File: config.mk
export PLATFORM = sky130hd
export DESIGN_NAME = lockstep_pipe
export DESIGN_NICKNAME = d
export VERILOG_FILES = /design/src/rtl/lockstep_pipe_pkg.sv /design/src/rtl/lp_stage_op.sv /design/src/rtl/lp_slot.sv /design/src/rtl/lp_ctrl.sv /design/src/rtl/lockstep_pipe.sv
export SDC_FILE = /design/constraint.sdc
export NUM_CORES = 1
export LEC_CHECK = 0
export ABC_AREA = 1
export BUFFER_PORTS_ARGS = -buffer_cell sky130_fd_sc_hd__buf_2
export CORE_ASPECT_RATIO = 1.75
export CORE_MARGIN = 5
export CORE_UTILIZATION = 40
export CTS_BUF_LIST = sky130_fd_sc_hd__clkbuf_16
export DETAILED_ROUTE_END_ITERATION = 16
export PLACE_DENSITY_LB_ADDON = 0.3
export RECOVER_POWER = 50
export SLEW_MARGIN = 30
export SYNTH_ARGS = -nofsm -noshare
export SYNTH_HDL_FRONTEND = slang
export SYNTH_SLANG_ARGS = --single-unit
File: constraint.sdc
create_clock -name clk -period 3.85 [get_ports clk]
set_clock_uncertainty 0.15 [all_clocks]
set_input_delay 0.1925 -clock clk [delete_from_list [all_inputs] [get_ports clk]]
set_output_delay 0.1925 -clock clk [all_outputs]
set_load 0.01 [all_outputs]
File: src/rtl/lockstep_pipe_pkg.sv
`timescale 1ns/1ps
package lockstep_pipe_pkg;
    typedef enum logic [1:0] {
        OP_BIAS   = 2'd0,
        OP_MASK   = 2'd1,
        OP_TRIPLE = 2'd2
    } stage_op_e;

    localparam int unsigned    BIAS_K = 3;
    localparam logic [63:0]    MASK_K = 64'h5A5A_5A5A_5A5A_5A5A;
    localparam int unsigned    NUM_SLOTS = 2;
endpackage

File: src/rtl/lp_stage_op.sv
`timescale 1ns/1ps
module lp_stage_op
    import lockstep_pipe_pkg::*;
#(
    parameter int unsigned W  = 16,
    parameter stage_op_e   OP = OP_BIAS
) (
    input  logic [W-1:0] x,
    output logic [W-1:0] y
);
    generate
        if (OP == OP_BIAS) begin : g_bias
            assign y = x + W'(BIAS_K);
        end else if (OP == OP_MASK) begin : g_mask
            assign y = x ^ MASK_K[W-1:0];
        end else begin : g_triple
            assign y = x + (x << 1);
        end
    endgenerate
endmodule

File: src/rtl/lp_slot.sv
`timescale 1ns/1ps
module lp_slot #(
    parameter int unsigned W = 16
) (
    input  logic         clk,
    input  logic         rst,
    input  logic         adv,
    input  logic         vld_in,
    input  logic [W-1:0] dat_in,
    output logic         vld_q,
    output logic [W-1:0] dat_q
);
    typedef struct packed {
        logic         vld;
        logic [W-1:0] dat;
    } slot_t;

    slot_t cur;

    always_ff @(posedge clk) begin
        if (rst)
            cur.vld <= 1'b0;
        else if (adv)
            cur.vld <= vld_in;
    end

    always_ff @(posedge clk) begin
        if (adv)
            cur.dat <= dat_in;
    end

    assign vld_q = cur.vld;
    assign dat_q = cur.dat;


    hold_when_stalled_chk: assert property (@(posedge clk) disable iff (rst)
        !adv |=> $stable(vld_q));
endmodule

File: src/rtl/lp_ctrl.sv
`timescale 1ns/1ps
module lp_ctrl (
    input  logic in_not_empty,
    input  logic out_not_full,
    input  logic last_vld,
    output logic adv,
    output logic deq,
    output logic enq
);
    always_comb begin
        adv = out_not_full | ~last_vld;
        deq = adv & in_not_empty;
        enq = adv & last_vld;
    end
endmodule

File: src/rtl/lockstep_pipe.sv
`timescale 1ns/1ps
module lockstep_pipe
    import lockstep_pipe_pkg::*;
#(
    parameter int unsigned W = 16
) (
    input  logic         clk,
    input  logic         rst,
    input  logic         in_not_empty,
    input  logic [W-1:0] in_data,
    output logic         in_deq,
    input  logic         out_not_full,
    output logic         out_enq,
    output logic [W-1:0] out_data
);
    localparam int unsigned LAST = NUM_SLOTS - 1;

    logic         adv;
    logic [W-1:0] a_out, b_out;
    logic [W-1:0] s_dat [NUM_SLOTS];
    logic         s_vld [NUM_SLOTS];
    logic [W-1:0] s_din [NUM_SLOTS];
    logic         s_vin [NUM_SLOTS];

    lp_ctrl u_ctrl (
        .in_not_empty (in_not_empty),
        .out_not_full (out_not_full),
        .last_vld     (s_vld[LAST]),
        .adv          (adv),
        .deq          (in_deq),
        .enq          (out_enq)
    );

    lp_stage_op #(.W(W), .OP(OP_BIAS)) u_step_a (.x(in_data), .y(a_out));
    lp_stage_op #(.W(W), .OP(OP_MASK)) u_step_b (.x(s_dat[0]), .y(b_out));
    lp_stage_op #(.W(W), .OP(OP_TRIPLE)) u_step_c (.x(s_dat[LAST]), .y(out_data));

    assign s_din[0] = a_out;
    assign s_vin[0] = in_not_empty;
    assign s_din[1] = b_out;
    assign s_vin[1] = s_vld[0];

    generate
        for (genvar g = 0; g < NUM_SLOTS; g++) begin : g_slot
            lp_slot #(.W(W)) u_slot (
                .clk    (clk),
                .rst    (rst),
                .adv    (adv),
                .vld_in (s_vin[g]),
                .dat_in (s_din[g]),
                .vld_q  (s_vld[g]),
                .dat_q  (s_dat[g])
            );
        end
    endgenerate


    deq_needs_input_chk: assert property (@(posedge clk) disable iff (rst)
        in_deq |-> in_not_empty);


    enq_needs_room_chk: assert property (@(posedge clk) disable iff (rst)
        out_enq |-> (out_not_full && s_vld[LAST]));


    stall_hold_chk: assert property (@(posedge clk) disable iff (rst)
        (!out_not_full && s_vld[LAST]) |=> (s_vld[LAST] && $stable(out_data)));


    bubble_in_chk: assert property (@(posedge clk) disable iff (rst)
        (adv && !in_not_empty) |=> !s_vld[0]);
endmodule

== Yosys cells after proc, flatten, opt, wreduce, memory -nomap -nowiden ==
Index checks and enable logic that the tools add are counted.

* Add/sub/neg operators: 2
* Bitwise logic cells: 5

{| class="wikitable"
|+ Operators by type and width
! kind !! number
|-
| adder 16 bit || 1
|-
| adder 16 x 2 -> 16 bit (second input constant) || 1
|-
| inverter 8 bit || 1
|-
| AND 1 bit || 2
|-
| inverter 1 bit || 1
|-
| bitwise OR 1 bit || 1
|}

* Register bits: 34
* Output and inout bits: 18
* Logic and storage cells: 11

== Longest topological paths before layout ==
* Word-level depth: 3
* Gate-level depth with buffers: 10
* Gate-level depth less buffers: 10

== By module ==
A second synthesis with hierarchy kept.

* Cells, all modules: 306
* Area, all modules: 2,412.3 um2

{| class="wikitable"
|+ By module, submodules not included
! module !! instances !! cells each !! area each (um2) !! seq. area each (um2)
|-
| lp_slot || 2 || 23 || 525.5 || 500.5
|-
| lp_stage_op (u_step_c) || 1 || 156 || 845.8 || 0.0
|-
| lp_stage_op (u_step_a) || 1 || 82 || 397.9 || 0.0
|-
| lp_stage_op (u_step_b) || 1 || 16 || 90.1 || 0.0
|-
| lp_ctrl || 1 || 6 || 27.5 || 0.0
|}

== Worst setup path before layout ==
OpenSTA, ideal clock, no wires.

* Path kind: flip-flop to output port
* Start point: reg g_slot[1].u_slot.cur, in the netlist g_slot[1].u_slot.dat_q[1]
* End point: out out_data[15]
* Arrival time: 1,595 ps
* Data required time: 3,507 ps
* Path slack: 1,913 ps
* Stages on the path, launching flop included: 11
* Path buffers: 0
* Path through: edfxtp_1 -> ha_1 -> fa_1 -> nand2_1 -> nand2_1 -> nand3_1 -> nand2_1 -> nand2_1 -> nand2_1 -> nand2_1 -> nand2_1

* Longest elaborated chain between the ends: 1

{| class="wikitable"
|+ RTL lines
! what !! line !! RTL
|-
| from (decl) || lp_slot.sv:18 || <nowiki>slot_t cur;</nowiki>
|-
| adder 16 bit || lp_stage_op.sv:17 || <nowiki>assign y = x + (x << 1);</nowiki>
|-
| to (decl) || lockstep_pipe.sv:14 || <nowiki>output logic [W-1:0] out_data</nowiki>
|}

No other way between the ends.

== Worst setup path in the final report ==
Ends and elaborated chain as after synthesis.

==> run metrics <==
GRT Util Overall=12.1%; Final Power=1.17 mW; Final Hold Viols=0; Max IR drop VDD=around 0.36 mV; setup violators final=0; Avg Inst Size Synth=roughly 8.4 µm²; reg2reg setup slack=~1600 ps; Chip Height=around 110 µm; DRT Pass-1 Iters=4; post-synthesis register bit count=34; final instance area=0.00263 mm²; DR iter-0 viols=50; Syn Inst Count=approximately 270; normalized max-slew margin=-8.80%; Fmax=401 MHz; initial antenna violation count=0; largest net degree at the start of global routing=33; # DRC=0; Leakage=1.35 nW; Critical Path Slowest Stage Cell=edfxtp_1; RSZ-0062 raised after global routing=false; row count=36; most common cell after layout, fill and taps aside=nand2_1; Root Driver=clkbuf_16; Fillers=approximately 600; Clock Path Buffers=2; DP HPWL=approximately 3300 µm; Post-CTS Setup Inserts=0; gpl congestion=roughly 0.82; CTS Hold Bufs=1; setup TNS=0 ps; area grow syn2layout=16.9%; Crit path depth=11; R2R Path Start=g_slot[1].u_slot.vld_q; die width=around 67 µm; worst hold path type=input port to flop; syn nets=between 300 and 400; worst hold path cell count=2; status=complete, but fails checks; Cell Chain, Critical Path=ha_1 -> fa_1 -> nand2_1 -> nand2_1 -> nand3_1 -> nand2_1 -> nand2_1 -> nand2_1 -> nand2_1 -> nand2_1 -> buf_2; CTS tree=yes; starting density of the core=between 40% and 50%; Synth Cell Area=0.00225 mm²; Final ANT Viol Nets=0; Hold WS=roughly 34 ps; crit end category=primary output; most frequent cells in the layout=nand2_1 (81), inv_1 (50), buf_2 (34); Final nets=~350; most frequent CP cell=nand2_1; vias after detailed routing=about 1700; CP delay by family, top=simple AND/OR/NAND/NOR gates; DR WL/cell=10.2 µm; Yosys cell types=26; Die Footprint=between 0.007 and 0.008 mm²; Sink Count=34; Skew-Pair Late Insertion Delay=~270 ps; Period minus WS final=between 2000 and 2500 ps; violated checks=max-capacitance violations, max-slew violations; IO buf count=37; Crit. Startpoint=g_slot[1].u_slot.dat_q[1]; vias in the first global route=1712; worst setup path endpoint=out_data[15]; Power Density=around 450 mW/mm²; crit path kind=flop to primary output; Ports=38; worst-margin pin slew=approximately 1600 ps; H-tree depth=2; placed cell areas=roughly 0.0025 mm²; first-pass GRT wire length=around 6700 µm; CP Max Fanout=3; number of CTS-inserted buffers=5; Final Max Slew Viols=33; cells resized by post-CTS repair=0; share of cells above drive strength 1=15.0%; Overflow after GRT=0; Ys Warns=0; core area=between 0.005 and 0.006 mm²; crit share post-route=between 60% and 70%; ant diodes=0; Worst R2R End=g_slot[0].u_slot.dat_q[4]; Seq/Total Area, Yosys=44.5%; Critical Path AT=approximately 2200 ps; Startpoint Class=flop; worst path required time=around 3500 ps; clock transition at the registers of the reported paths=about 50 ps; Worst Reg2Reg Path Length in Cells=4; Max Cap Viol=1; Buf/Inv on CP=1; max incr delay on CP=450 ps; WL final=roughly 4000 µm; number of vias per cell=between 4 and 5
stage by stage:
step | util (%) | instances | setup slack (ps)
after floorplan | - | 267 | 1910
after global placement | 45.6 | 380 | 1680
after detailed placement | 45.6 | 380 | 1620
after CTS | 48.3 | 389 | 1330
after global routing | 47.4 | 389 | 1200
final | 47.4 | 389 | 1360
layer usage:
layer	global-route usage [%]	part of all wire [%]	vias up	wire [µm]
li1	-	-	934	-
met1	10.0	33	772	1300
met2	24.9	59	28	2350
met3	1.24	4.1	8	162
met4	8.43	4.0	0	161
met5	0	0	-	0
cells by family (layout without fill, tap and decap cells):
| kind of cell | count (synthesis) | in the layout | synth area share, % |
|---|---|---|---|
| compound gates | 12 | 12 | 3.01 |
| buf+inv | 51 | 97 | 8.69 |
| fa+ha+maj | 16 | 16 | 9.24 |
| xor+xnor | 20 | 20 | 7.80 |
| simple gates | 134 | 134 | 26.7 |
| flops | 34 | 34 | 44.5 |
cell usage after synthesis:
cell type | instances | area (µm²)
nand2_1 | 80 | 300
or2_0 | 1 | 6.26
a21oi_2 | 1 | 8.76
nand3_1 | 12 | 60.1
nand3_2 | 1 | 10.0
nor2_1 | 21 | 78.8
nand4_1 | 3 | 18.8
xnor2_1 | 8 | 70.1
ha_1 | 15 | 188
nand4_2 | 1 | 12.5
nand2_2 | 3 | 18.8
xor2_1 | 12 | 105
edfxtp_1 | 32 | 961
nand3_4 | 1 | 17.5
o21ai_2 | 1 | 8.76
buf_4 | 1 | 7.51
nor3_1 | 3 | 15.0
nor2_4 | 2 | 22.5
inv_2 | 1 | 3.75
a21oi_1 | 10 | 50.1
nand3b_1 | 2 | 15.0
nor2_2 | 4 | 25.0
clkinv_1 | 1 | 3.75
fa_1 | 1 | 20.0
dfxtp_1 | 2 | 40.0
inv_1 | 48 | 180
registers in the layout, summed over array words and instances, names as in the netlist:
name,cells
g_slot.u_slot.vld_q,2
g_slot.u_slot.dat_q,32
power by group:
part / leakage [nW] / internal (mW) / switching, mW
Sequential: 0.352 / 0.444 / 0.0153
Combinational: 0.928 / 0.141 / 0.214
Clock: 0.0724 / 0.233 / 0.127
how the worst min path moves through the flow:
stage / startpoint / end / slack [ps]
3_3_place_gp: rst / g_slot[0].u_slot.vld_q / 220
4_1_cts: in_not_empty / g_slot[0].u_slot.vld_q / 30
6_report: in_data[0] / g_slot[0].u_slot.dat_q[0] / 30
2_1_floorplan: rst / g_slot[0].u_slot.vld_q / 110
5_1_grt: in_not_empty / g_slot[0].u_slot.vld_q / 60
3_5_place_dp: rst / g_slot[0].u_slot.vld_q / 220
area by class of cell:
cell class                      instances  area, µm²  share of cell area (%)
Tap cell                               76       95.1                    3.62
Clock buffer                            5        125                    4.76
Inverter                               50        188                    7.15
Sequential cell                        34       1000                    38.1
Clock inverter                          3       12.5                   0.476
Timing Repair Buffer                   39        195                    7.43
Multi-Input combinational cell        182       1010                    38.4
(Power assumes the default switching activity.)
